$ cat config.mk
export PLATFORM = sky130hd
export DESIGN_NAME = adc_word_reader
export DESIGN_NICKNAME = d
export VERILOG_FILES = /design/src/rtl/adc_rd_pkg.sv /design/src/rtl/adc_rd_sck_gen.sv /design/src/rtl/adc_rd_shifter.sv /design/src/rtl/adc_rd_decode.sv /design/src/rtl/adc_word_reader.sv
export SDC_FILE = /design/constraint.sdc
export NUM_CORES = 1
export LEC_CHECK = 0
export BUFFER_PORTS_ARGS = -buffer_cell sky130_fd_sc_hd__buf_2
export CORE_MARGIN = 2
export CORE_UTILIZATION = 57
export DETAILED_ROUTE_END_ITERATION = 7
export PLACE_DENSITY = 0.76
export SLEW_MARGIN = 20
export SYNTH_ARGS = -nofsm -noshare
export SYNTH_HDL_FRONTEND = slang
export SYNTH_SLANG_ARGS = --single-unit
$ cat constraint.sdc
create_clock -name clk_i -period 2.14 [get_ports clk_i]
set_clock_uncertainty 0.15 [all_clocks]
set_input_delay 0.107 -clock clk_i [delete_from_list [all_inputs] [get_ports clk_i]]
set_output_delay 0.107 -clock clk_i [all_outputs]
set_load 0.02 [all_outputs]
$ cat src/rtl/adc_rd_pkg.sv
package adc_rd_pkg;

  // Word layout; the positions below are decoded by the reader.
  localparam int unsigned WORD_W   = 32;
  localparam int unsigned SUB_W    = 5;
  localparam int unsigned RES_W    = 24;
  localparam int unsigned FLAG_BIT = WORD_W - 1;
  localparam int unsigned CHAN_BIT = WORD_W - 2;
  localparam int unsigned SIGN_BIT = WORD_W - 3;
  localparam int unsigned MAG_HI   = WORD_W - 4;
  localparam int unsigned MAG_LO   = SUB_W;

  typedef enum logic [1:0] {
    RD_IDLE,
    RD_WAIT,
    RD_SHIFT,
    RD_DONE
  } rd_state_e;

  typedef struct packed {
    logic             busy_flag;
    logic             chan;
    logic             over;
    logic             under;
    logic [RES_W-1:0] value;
    logic [SUB_W-1:0] sub;
  } rd_fields_t;

endpackage

$ cat src/rtl/adc_rd_sck_gen.sv
module adc_rd_sck_gen #(
  parameter int unsigned HALF_DIV = 4
) (
  input  logic clk_i,
  input  logic rst_ni,
  input  logic run_i,
  output logic sck_o,
  output logic rise_o,
  output logic fall_o
);

  localparam int unsigned CW = (HALF_DIV > 1) ? $clog2(HALF_DIV) : 1;

  logic [CW-1:0] cnt_q, cnt_d;
  logic          sck_q, sck_d;
  logic          tick;

  assign tick = run_i && (cnt_q == CW'(HALF_DIV - 1));

  always_comb begin
    cnt_d = cnt_q;
    sck_d = sck_q;
    if (!run_i) begin
      cnt_d = '0;
      sck_d = 1'b0;
    end else if (tick) begin
      cnt_d = '0;
      sck_d = ~sck_q;
    end else begin
      cnt_d = cnt_q + 1'b1;
    end
  end

  always_ff @(posedge clk_i or negedge rst_ni) begin
    if (!rst_ni) begin
      cnt_q <= '0;
      sck_q <= 1'b0;
    end else begin
      cnt_q <= cnt_d;
      sck_q <= sck_d;
    end
  end

  assign sck_o  = sck_q;
  assign rise_o = tick & ~sck_q;
  assign fall_o = tick &  sck_q;

  AST_SCK_PARKS_LOW: assert property (@(posedge clk_i) disable iff (!rst_ni)
    !run_i |=> !sck_o);

  AST_EDGE_ONLY_ON_TICK: assert property (@(posedge clk_i) disable iff (!rst_ni)
    run_i && $past(run_i) && (sck_o != $past(sck_o)) |-> $past(cnt_q) == CW'(HALF_DIV - 1));

endmodule

$ cat src/rtl/adc_rd_shifter.sv
module adc_rd_shifter #(
  parameter int unsigned WORD_W = 32
) (
  input  logic              clk_i,
  input  logic              rst_ni,
  input  logic              clear_i,
  input  logic              shift_i,
  input  logic              bit_i,
  output logic [WORD_W-1:0] word_o,
  output logic              full_o
);

  localparam int unsigned CNT_W = $clog2(WORD_W + 1);

  logic [WORD_W-1:0] word_q, word_d;
  logic [CNT_W-1:0]  cnt_q, cnt_d;
  logic              en;

  assign en = clear_i | shift_i;

  always_comb begin
    word_d = word_q;
    cnt_d  = cnt_q;
    if (clear_i) begin
      word_d = '0;
      cnt_d  = '0;
    end else if (shift_i) begin
      word_d = {word_q[WORD_W-2:0], bit_i};
      cnt_d  = cnt_q + 1'b1;
    end
  end

  always_ff @(posedge clk_i or negedge rst_ni) begin
    if (!rst_ni) begin
      word_q <= '0;
      cnt_q  <= '0;
    end else if (en) begin
      word_q <= word_d;
      cnt_q  <= cnt_d;
    end
  end

  assign word_o = word_q;
  assign full_o = (cnt_q == CNT_W'(WORD_W));

  AST_NO_SHIFT_PAST_FULL: assert property (@(posedge clk_i) disable iff (!rst_ni)
    shift_i |-> !full_o);

  AST_COUNT_BOUND: assert property (@(posedge clk_i) disable iff (!rst_ni)
    cnt_q <= CNT_W'(WORD_W));

endmodule

$ cat src/rtl/adc_rd_decode.sv
module adc_rd_decode
  import adc_rd_pkg::*;
(
  input  logic [WORD_W-1:0] word_i,
  output rd_fields_t        fields_o
);

  logic sign_b, top_b;

  assign sign_b = word_i[SIGN_BIT];
  assign top_b  = word_i[MAG_HI];

  always_comb begin
    fields_o.busy_flag = word_i[FLAG_BIT];
    fields_o.chan      = word_i[CHAN_BIT];
    fields_o.sub       = word_i[SUB_W-1:0];
    fields_o.over      = sign_b & top_b;
    fields_o.under     = ~sign_b & ~top_b;
    if (sign_b & top_b) begin
      fields_o.value = {1'b0, {(RES_W-1){1'b1}}};
    end else if (~sign_b & ~top_b) begin
      fields_o.value = {1'b1, {(RES_W-1){1'b0}}};
    end else begin
      fields_o.value = word_i[MAG_HI:MAG_LO];
    end
  end

endmodule

$ cat src/rtl/adc_word_reader.sv
module adc_word_reader
  import adc_rd_pkg::*;
#(
  parameter int unsigned HALF_DIV = 4,
  parameter int unsigned POLL_DIV = 8
) (
  input  logic             clk_i,
  input  logic             rst_ni,
  input  logic             start_i,
  input  logic             sdo_i,
  output logic             cs_n_o,
  output logic             sck_o,
  output logic             valid_o,
  output logic             err_o,
  output logic             chan_o,
  output logic [RES_W-1:0] result_o,
  output logic [SUB_W-1:0] sub_lsb_o,
  output logic             over_o,
  output logic             under_o
);

  localparam int unsigned WAIT_MAX = (HALF_DIV > POLL_DIV) ? HALF_DIV : POLL_DIV;
  localparam int unsigned WAIT_W   = (WAIT_MAX > 1) ? $clog2(WAIT_MAX) : 1;

  rd_state_e         state_q, state_d;
  logic [WAIT_W-1:0] wait_q, wait_d;
  logic              cs_n_q, cs_n_d;
  logic              valid_q, valid_d;
  logic              err_q, err_d;
  logic              clear_sr, load_ok;
  logic              sck_run, sck_rise, sck_fall;
  logic              sr_full;
  logic [WORD_W-1:0] word;
  rd_fields_t        dec, fields_q;

  assign sck_run = (state_q == RD_SHIFT);

  adc_rd_sck_gen #(
    .HALF_DIV(HALF_DIV)
  ) u_sck (
    .clk_i (clk_i),
    .rst_ni(rst_ni),
    .run_i (sck_run),
    .sck_o (sck_o),
    .rise_o(sck_rise),
    .fall_o(sck_fall)
  );

  adc_rd_shifter #(
    .WORD_W(WORD_W)
  ) u_shift (
    .clk_i  (clk_i),
    .rst_ni (rst_ni),
    .clear_i(clear_sr),
    .shift_i(sck_rise),
    .bit_i  (sdo_i),
    .word_o (word),
    .full_o (sr_full)
  );

  adc_rd_decode u_dec (
    .word_i  (word),
    .fields_o(dec)
  );

  always_comb begin
    state_d  = state_q;
    wait_d   = wait_q;
    cs_n_d   = cs_n_q;
    valid_d  = 1'b0;
    err_d    = 1'b0;
    clear_sr = 1'b0;
    load_ok  = 1'b0;
    case (state_q)
      RD_IDLE: begin
        if (start_i) begin
          state_d  = RD_WAIT;
          cs_n_d   = 1'b0;
          wait_d   = WAIT_W'(HALF_DIV - 1);
          clear_sr = 1'b1;
        end
      end
      RD_WAIT: begin
        if (wait_q != '0) begin
          wait_d = wait_q - 1'b1;
        end else if (!sdo_i) begin
          state_d = RD_SHIFT;
        end else begin
          wait_d = WAIT_W'(POLL_DIV - 1);
        end
      end
      RD_SHIFT: begin
        if (sck_fall && sr_full) begin
          state_d = RD_DONE;
        end
      end
      RD_DONE: begin
        state_d = RD_IDLE;
        cs_n_d  = 1'b1;
        valid_d = ~dec.busy_flag;
        err_d   = dec.busy_flag;
        load_ok = ~dec.busy_flag;
      end
      default: begin
        state_d = RD_IDLE;
        cs_n_d  = 1'b1;
      end
    endcase
  end

  always_ff @(posedge clk_i or negedge rst_ni) begin
    if (!rst_ni) begin
      state_q <= RD_IDLE;
      wait_q  <= '0;
      cs_n_q  <= 1'b1;
      valid_q <= 1'b0;
      err_q   <= 1'b0;
    end else begin
      state_q <= state_d;
      wait_q  <= wait_d;
      cs_n_q  <= cs_n_d;
      valid_q <= valid_d;
      err_q   <= err_d;
    end
  end

  always_ff @(posedge clk_i or negedge rst_ni) begin
    if (!rst_ni) begin
      fields_q <= '0;
    end else if (load_ok) begin
      fields_q <= dec;
    end
  end

  assign cs_n_o    = cs_n_q;
  assign valid_o   = valid_q;
  assign err_o     = err_q;
  assign chan_o    = fields_q.chan;
  assign result_o  = fields_q.value;
  assign sub_lsb_o = fields_q.sub;
  assign over_o    = fields_q.over;
  assign under_o   = fields_q.under;

  AST_SCK_LOW_DESELECTED: assert property (@(posedge clk_i) disable iff (!rst_ni)
    cs_n_o |-> !sck_o);

  AST_NO_SCK_WHILE_POLLING: assert property (@(posedge clk_i) disable iff (!rst_ni)
    state_q == RD_WAIT |-> !sck_o && !cs_n_o);

  AST_VALID_SINGLE: assert property (@(posedge clk_i) disable iff (!rst_ni)
    valid_o |=> !valid_o);

  AST_VALID_WITH_RELEASE: assert property (@(posedge clk_i) disable iff (!rst_ni)
    valid_o |-> $rose(cs_n_o));

  AST_ERR_EXCLUSIVE: assert property (@(posedge clk_i) disable iff (!rst_ni)
    err_o |-> !valid_o && $stable(result_o));

  AST_RANGE_EXCLUSIVE: assert property (@(posedge clk_i) disable iff (!rst_ni)
    valid_o |-> !(over_o && under_o));

  AST_START_IGNORED_BUSY: assert property (@(posedge clk_i) disable iff (!rst_ni)
    (state_q == RD_SHIFT) && start_i |=> state_q != RD_WAIT);

endmodule

; ---- Word-level counts from Yosys, hierarchy flattened
; Index checks and enable logic that the tools add are counted.
[totals]
ff_bits = 81
latch_bits = 0
ramBits = 0
rom_bits = 0
inputBits = 4
output_inout_bits = 36
word_cells = 73
memories = 0
[classes]
add_sub_neg = 3
mul = 0
n_div = 0
magnitude_cmp = 0
eq_ne = 11
shift = 0
mux = 25
n_bitwise = 9
n_reduce_logical = 11
[ops]
columns = operator, n
row1 = 32-bit 2-to-1 mux, 2
row2 = 24-bit 2-to-1 mux, 2
row3 = 2-bit 2-to-1 mux, 6
row4 = 6-bit 2-to-1 mux, 2
row5 = "2-bit != test, second input constant", 5
row6 = 3-bit 2-to-1 mux, 3
row7 = 2-bit case mux with 4 select lines, 1
row8 = 1-bit 2-to-1 mux, 7
row9 = "6-bit by 1-bit adder with 6-bit output, second input constant", 1
row10 = "2-bit == test, second input constant", 3
row11 = "6-bit == test, second input constant", 1
row12 = 3-bit case mux with 2 select lines, 1
row13 = 2-bit nonzero test, 3
row14 = 1-bit AND, 4
row15 = 1-bit inverter, 4
row16 = 2-bit AND reduction, 2
row17 = 4-bit AND reduction, 1
row18 = "3-bit != test, second input constant", 1
row19 = 3-bit AND reduction, 1
row20 = 3-bit nonzero test, 1
row21 = "3-bit by 1-bit subtractor with 3-bit output, second input constant", 1
row22 = "2-bit by 1-bit adder with 2-bit output, second input constant", 1
row23 = "2-bit by 1-bit == test with 1-bit output, second input constant", 1
row24 = 1-bit logical AND, 2
row25 = other kinds (3), 3

; ---- Depth between registers and ports, before layout
; Gate-level depths: netlist of the first run.
[depth]
depth_word = 6
ltp_mapped = 8
depth_no_buf = 6

; ---- Modules after synthesis
; From an unflattened synthesis of the first run, not the netlist that was laid out.
[unflattened]
cells_unflattened = 297
area_unflattened_um2 = 3834.9
[by_module_without_submodules]
columns = mod, n_inst, cells_per_inst, area_per_inst_um2, seq_area_each_um2
row1 = adc_word_reader, 1, 114, 1724.2, 1002.2
row2 = adc_rd_shifter, 1, 133, 1589.0, 950.9
row3 = adc_rd_decode, 1, 39, 386.6, 0.0
row4 = adc_rd_sck_gen, 1, 11, 135.1, 75.1

; ---- Worst setup path before layout of the first run
; Ideal clock, no wire load.
[synth_path]
path_type = register to register
start = register state_q[0]
end = register u_shift.word_q[29], in the netlist u_shift.word_o[29]
setup_time_ps = 121
arrival_time_ps = 1515
t_required_ps = 1869
setup_slack_ps = 354
path_stages_with_launch = 9
path_buffers = 3
synth_period_minus_slack_ps = 1786
path_cell_list = dfrtp_1 inv_1 ha_1 and3b_1 buf_6 nor2b_4 buf_6 buf_6 a22o_1
[synth_between]
elab_chain_len = 5
word_cells_on_any_way = 9
classes_between = eq/ne: 1 / mux: 2 / bitwise: 2 / reduce/logical: 4
[synth_rtl]
columns = item, line
row1 = "start, declared", adc_word_reader.sv:25  ; rd_state_e state_q, state_d;
row2 = "start signal, assigned", adc_word_reader.sv:119  ; state_q <= state_d;
row3 = 2-bit == test, adc_word_reader.sv:36  ; assign sck_run = (state_q == RD_SHIFT);
row4 = 1-bit logical AND, adc_rd_sck_gen.sv:18  ; assign tick = run_i && (cnt_q == CW'(HALF_DIV - 1));
row5 = 1-bit AND, adc_rd_sck_gen.sv:45  ; assign rise_o = tick & ~sck_q;
row6 = 2-bit nonzero test (no source line) or 1-bit bitwise OR (tied branches), --
row7 = 2-bit AND reduction (no source line), --
row8 = "end signal, assigned", adc_rd_shifter.sv:38  ; word_q <= word_d;
row9 = "end, declared", adc_rd_shifter.sv:15  ; logic [WORD_W-1:0] word_q, word_d;
; Several ways; a longest one is shown, not always the timed one.
; A chain may end at the register's enable or synchronous reset.

; ---- Worst setup path after layout of the first run
[layout_path]
start = register state_q[1]
end = register u_shift.word_q[0], in the netlist u_shift.word_o[0]
; The elaborated chain is that of the path after synthesis.

==> results of run 1 <==
timing repair:
item,in CTS,in global routing
setup buffers,0,0
endpoints found under the hold margin,83,0
hold buffers,3,0
cell families (layout without fill, tap and decap cells):
group	Yosys count	count (layout)	share of synthesized area (%)
xor+xnor	6	6	1.550
fa+ha+maj	10	10	3.691
buf+inv	28	74	4.466
mux	9	9	2.916
simple gates	61	61	8.823
compound gates	96	96	18.72
flops	81	81	59.84
final cells by class:
class | instances | area share (%)
Clock buffer | 12 | 3.726
Clock inverter | 4 | 1.960
Inverter | 9 | 0.8673
Multi-Input combinational cell | 182 | 31.13
Sequential cell | 81 | 52.07
Tap cell | 75 | 2.409
Timing Repair Buffer | 49 | 7.838
cells in the final DEF, fill, tap and decap left out, types with 5 or more instances in the layout:
cell type,count
nand2_1,26
o21ai_0,50
dfrtp_1,80
xor2_1,5
nor2_1,14
a22o_1,33
a21oi_1,6
buf_2,38
buf_4,6
and2_1,6
clkbuf_8,10
inv_1,9
ha_1,10
mux2_2,7
stage by stage:
stage,worst slack [ns],area (um2),power [mW]
after floorplan,0.3543,3390,1.575
after global placement,0.3159,3643,1.616
after detailed placement,0.2277,3643,1.617
after CTS,0.2177,3895,2.843
after global routing,0.1007,3895,2.916
final,0.2152,3895,2.826
registers in the layout, indices dropped and copies added (netlist names), 2 cells and up:
register	flops
wait_q	3
result_o	24
u_sck.cnt_q	2
sub_lsb_o	5
u_shift.word_o	32
state_q	2
u_shift.cnt_q	6
per-layer routing:
metal,global-route usage [%],vias up,routed length (um)
met5,0,-,0
met4,10.17,0,119
met3,3.778,10,211
met2,30.33,47,2833
met1,27.95,1135,2936
li1,-,1114,-
worst min-delay path by stage:
stage                              end  slack, ns  cells past startpoint
global route        u_shift.word_o[29]       0.06                      2
CTS                            valid_o       0.03                      2
detailed placement             valid_o      -0.13                      1
floorplan                       chan_o      -0.34                      0
global placement          result_o[22]      -0.14                      1
finish                    result_o[20]       0.02                      2
power groups by stage:
stage	registers (mW)	clock network, mW	logic [mW]
final	1.54	1.24	0.0480
after global routing	1.54	1.32	0.0569
after CTS	1.54	1.25	0.0507
after detailed placement	1.57	0	0.0470
after global placement	1.57	0	0.0457
after floorplan	1.57	0	0.00644
==> run metrics, run 1 <==
result of the run completed; GR Overflow Total 0; hpwl dp roughly 4000 um; sequential cell area fraction in the yosys report between 50% and 60%; antenna violations before repair 0; Max stage delay on crit path ~0.41 ns; via count of the first global-routing pass 2079; gate count after technology mapping ~290; post-route antenna net violation count 0; diodes inserted 0; crit-path leading delay family flip-flops; slew at the pin with the worst max-slew slack about 0.66 ns; die area roughly 6600 um2; Reg clk slew, reported paths about 0.08 ns; width of the chip roughly 80 um; top cell type's share of synthesized area about three fifths; Area contributors post-synth dfrtp_1, a22o_1, o21ai_0, ha_1, nand2_1; final max-slew violation count 0; Synth top cells by count dfrtp_1, o21ai_0, a22o_1; FF+latch count, synth slightly above 80; Clock Power Share a little over two fifths; final setup TNS 0 ns; RSZ-0062 raised after global routing false; worst slack on hold paths between 0.02 and 0.025 ns; wire length per cell 14.81 um; startpoint-to-endpoint class of the critical path reg -> reg; die height about 80 um; number of max-cap violations 0; Synth cell types 38; maximum fanout count along the critical path 17; kind of launch point of the worst setup path register; initial DRC count 89; Seq pwr share between 50% and 60%; design internal power around 2.2 mW; path category of the worst min-delay check in -> async; final hold violation count 0; post-layout min period 1.925 ns; TritonCTS clock tree done; portion of total power attributed to combinational logic between 1.5 and 2%; wire length of the first global-routing pass 9887 um; Root Buffer clkbuf_8; upper clock frequency limit approximately 520 MHz; IR drop worst, VDD between 0.3 and 0.4 mV; LEAKAGE 1.968 nW; mean number of vias per cell roughly 5.6; power density over the cells 725.5 nW/um2; number of clock sinks 81; clk_lat worst skew ~0.35 ns; post-synthesis average cell area roughly 12 um2; EDFF count, synth 0; Placed Cells incl. Taps between 300 and 400; post-synthesis instance area 3390 um2; most used flip-flop cell after synthesis dfrtp_1; post-synthesis net count about 310; final core area utilization between 60% and 70%; worst path required time between 2 and 2.5 ns; site row count 28; sort of element at the end of the critical path register; routability cong. 0.7497; count of unresolved DRC violations after routing 0; number of iterations in the first detailed-routing pass 4; Critical Path Source state_q[1]; number of cells on the worst reg-to-reg path 6; worst slew margin relative to its limit a little under three fifths; ordered cell list for the critical path inv_1 > ha_1 > and2_1 > nor2_2 > buf_4 > a22o_1; number of levels the H-tree was split into 3; post-route non-filler standard cell count between 400 and 500; Post-layout nets between 300 and 400; number of warnings printed during yosys synthesis 0; fillcell total about 460; vias after detailed routing approximately 2.3k; switching fraction of total power between 20% and 30%; Crit Reg-Reg Startpoint state_q[1]; Slowest-stage cell, CP dfrtp_1; pin count of the biggest net entering global routing just over 60; io pins 40; endpoint of the worst-slack reg-to-reg timing path u_shift.word_o[0]; post-route clock period utilization between 80% and 90%; footprint of the multi-input gates 1212 um2; fraction of registers with async set/reset 100.0%; capture point of the critical path u_shift.word_o[0]; maximum clock insertion buffer count 2; most repeated cell in the gate-level netlist after synthesis dfrtp_1; number of buffer and inverter instances along the worst setup path 2; share of cells above drive strength 1 between 20% and 30%; Core Box Area slightly below 6000 um2; Sequential Area a little over 2000 um2; final count of negative-setup-slack endpoints 0; post-CTS resize count 0; initial cell density of the core between 50% and 60%; flop2flop setup slack about 0.22 ns; Switching Power just under 0.6 mW; Port Buffers 39; synth-to-layout area growth 14.91%; TritonCTS buffer count 9; Arrival @ worst endpoint between 2 and 2.5 ns; area leader, netlist dfrtp_1; total stage count of the critical path 6; total global-route track usage 20.08%; sum of routed wire length over all layers around 6000 um
Note: power is estimated with default switching activity, not from simulation.
==> run 2, diff against run 1 <==
--- a/config.mk
+++ b/config.mk
@@ -6,7 +6,7 @@
 export NUM_CORES = 1
 export LEC_CHECK = 0
 export BUFFER_PORTS_ARGS = -buffer_cell sky130_fd_sc_hd__buf_2
-export CORE_MARGIN = 2
+export CORE_MARGIN = 8
 export CORE_UTILIZATION = 57
 export DETAILED_ROUTE_END_ITERATION = 7
 export PLACE_DENSITY = 0.76
==> run 2 against run 1 <==
  * Non-clock buffer count stayed put
  * Clock power fell by 12%
  * Sequential power about the same
  * Critical path type unchanged
==> run metrics, run 2 (synthesized netlist as in run 1, its figures left out) <==
result of the run completed; TritonCTS clock tree done; most used routing layer met2; width of the chip 93.12 um; Core Box Area 5851 um2; Post-layout nets approximately 350; die area 8670 um2; Port Buffers 39; design internal power approximately 2.1 mW; commonest cells after routing, fill and taps aside dfrtp_1, o21ai_0, buf_2; final max-slew violation count 0; hpwl dp approximately 4200 um; total global-route track usage ~16%; startpoint-to-endpoint class of the critical path reg -> reg; count of unresolved DRC violations after routing 0; number of flip-flops under the largest register name 32; wire length per cell 15.20 um; global-route met1 utilization approximately a fifth; worst path required time 2.22 ns; number of levels the H-tree was split into 3; Seq pwr share between 50% and 60%; ordered cell list for the critical path inv_1 > ha_1 > and2_1 > nor2_2 > buf_4 > a22o_1; GR Overflow Total 0; maximum fanout count along the critical path 17; fillcell total 451; die height ~93 um; initial cell density of the core roughly 58%; site row count 28; slew at the pin with the worst max-slew slack around 0.65 ns; postcts setup bufs 0; Max stage delay on crit path approximately 0.42 ns; number of max-cap violations 0; Slowest-stage cell, CP dfrtp_1; Clock Power Share between 40% and 50%; TritonCTS buffer count 9; power density over the cells 694.0 nW/um2; Placed Cells incl. Taps 393; kind of launch point of the worst setup path register; post-route clock period utilization 90.45%; Arrival @ worst endpoint around 2.0 ns; met3 layer usage reported by global route between 3 and 4%; RSZ-0062 raised after global routing false; maximum clock insertion buffer count 2; mean number of vias per cell approximately 5.5; switching fraction of total power between 20% and 30%; upper clock frequency limit approximately 520 MHz; synth-to-layout area growth 13.73%; portion of total power attributed to combinational logic under 10%; sum of routed wire length over all layers between 6000 and 7000 um; number of buffer and inverter instances along the worst setup path 2; Switching Power 0.5629 mW; sort of element at the end of the critical path register; routability cong. ~0.74; antenna violations before repair 0; met2 Usage GRT between 20% and 30%; final count of negative-setup-slack endpoints 0; final setup TNS 0 ns; initial DRC count 90; Reg clk slew, reported paths 0.08 ns; number of clock sinks 81; diodes inserted 0; path category of the worst min-delay check in -> async; clk_lat worst skew 0.34 ns; post-route antenna net violation count 0; post-route non-filler standard cell count just over 400; IR drop worst, VDD 0.4051 mV; crit-path leading delay family simple AND/OR/NAND/NOR gates; leading cell type in the layout, fill and taps excluded dfrtp_1; post-layout min period between 1.5 and 2 ns; worst slew margin relative to its limit ~57%; number of iterations in the first detailed-routing pass 4; share of cells above drive strength 1 approximately 23%; LEAKAGE between 1.5 and 2 nW; pin count of the biggest net entering global routing 64; post-CTS resize count 0; Root Buffer clkbuf_8; vias after detailed routing between 2k and 2.5k; io pins 40; via count of the first global-routing pass roughly 2.3k; wire length of the first global-routing pass 10850 um; final hold violation count 0
## run 2: cell count changes in the layout (fill, tap and decap cells not counted), sizes merged
cell	delta
clkinv	+2
bufinv	-1
clkbuf	-2
## run 2: path summary, 6_finish.rpt
kind,from,end,slack [ns],cells past startpoint
max in group asynchronous,rst_ni,cs_n_o,1.20,3
worst min register to register,u_sck.cnt_q[0],u_sck.cnt_q[0],0.33,1
worst min-delay path,rst_ni,u_shift.word_o[26],0.02,2
worst max register to register,state_q[0],u_shift.word_o[2],0.20,6
min in group clk_i,u_sck.cnt_q[0],u_sck.cnt_q[0],0.33,1
worst max-delay path,state_q[0],u_shift.word_o[2],0.20,6
## run 2: routing by layer
| layer | vias up | wire [um] |
|---|---|---|
| met5 | - | 0 |
| met4 | 0 | 121 |
| met3 | 12 | 233 |
| met2 | 37 | 2923 |
| met1 | 1111 | 2970 |
| li1 | 1106 | - |
## run 2: power by group through the flow
| stage | clock (mW) | sequential [mW] | combinational [mW] |
|---|---|---|---|
| finish | 1.09 | 1.54 | 0.0482 |
| global route | 1.18 | 1.54 | 0.0569 |
| CTS | 1.12 | 1.54 | 0.0512 |
| detailed placement | 0 | 1.57 | 0.0473 |
| global placement | 0 | 1.57 | 0.0458 |
| floorplan | 0 | 1.57 | 0.00644 |
## run 2: cell type report
cell class	count	area, um2	area share (%)
clock buffer	10	137.6	3.570
timing repair buffer	49	292.8	7.595
tap	75	93.84	2.434
sequential	81	2028	52.61
multi-input combinational	182	1212	31.45
clock inverter	5	56.30	1.461
inverter	9	33.78	0.8763
## run 2: through the flow
| stage | worst slack, ns | area, um2 | hold WS, ns | util, % | total power, mW |
|---|---|---|---|---|---|
| 5_1_grt | 0.03441 | 3855 | 0.04653 | 65.89 | 2.781 |
| 3_5_place_dp | 0.2416 | 3631 | -0.1521 | 62.06 | 1.617 |
| 3_3_place_gp | 0.3046 | 3631 | -0.1529 | 62.06 | 1.616 |
| 2_1_floorplan | 0.3543 | 3390 | -0.3386 | - | 1.575 |
| 4_1_cts | 0.2103 | 3855 | 0.01928 | 65.89 | 2.708 |
| 6_report | 0.2044 | 3855 | 0.01666 | 65.89 | 2.675 |
## run 2: repair_timing
action,CTS,global route
setup endpoints to repair,0,0
hold buffers,3,0
endpoints found under the hold margin,82,0
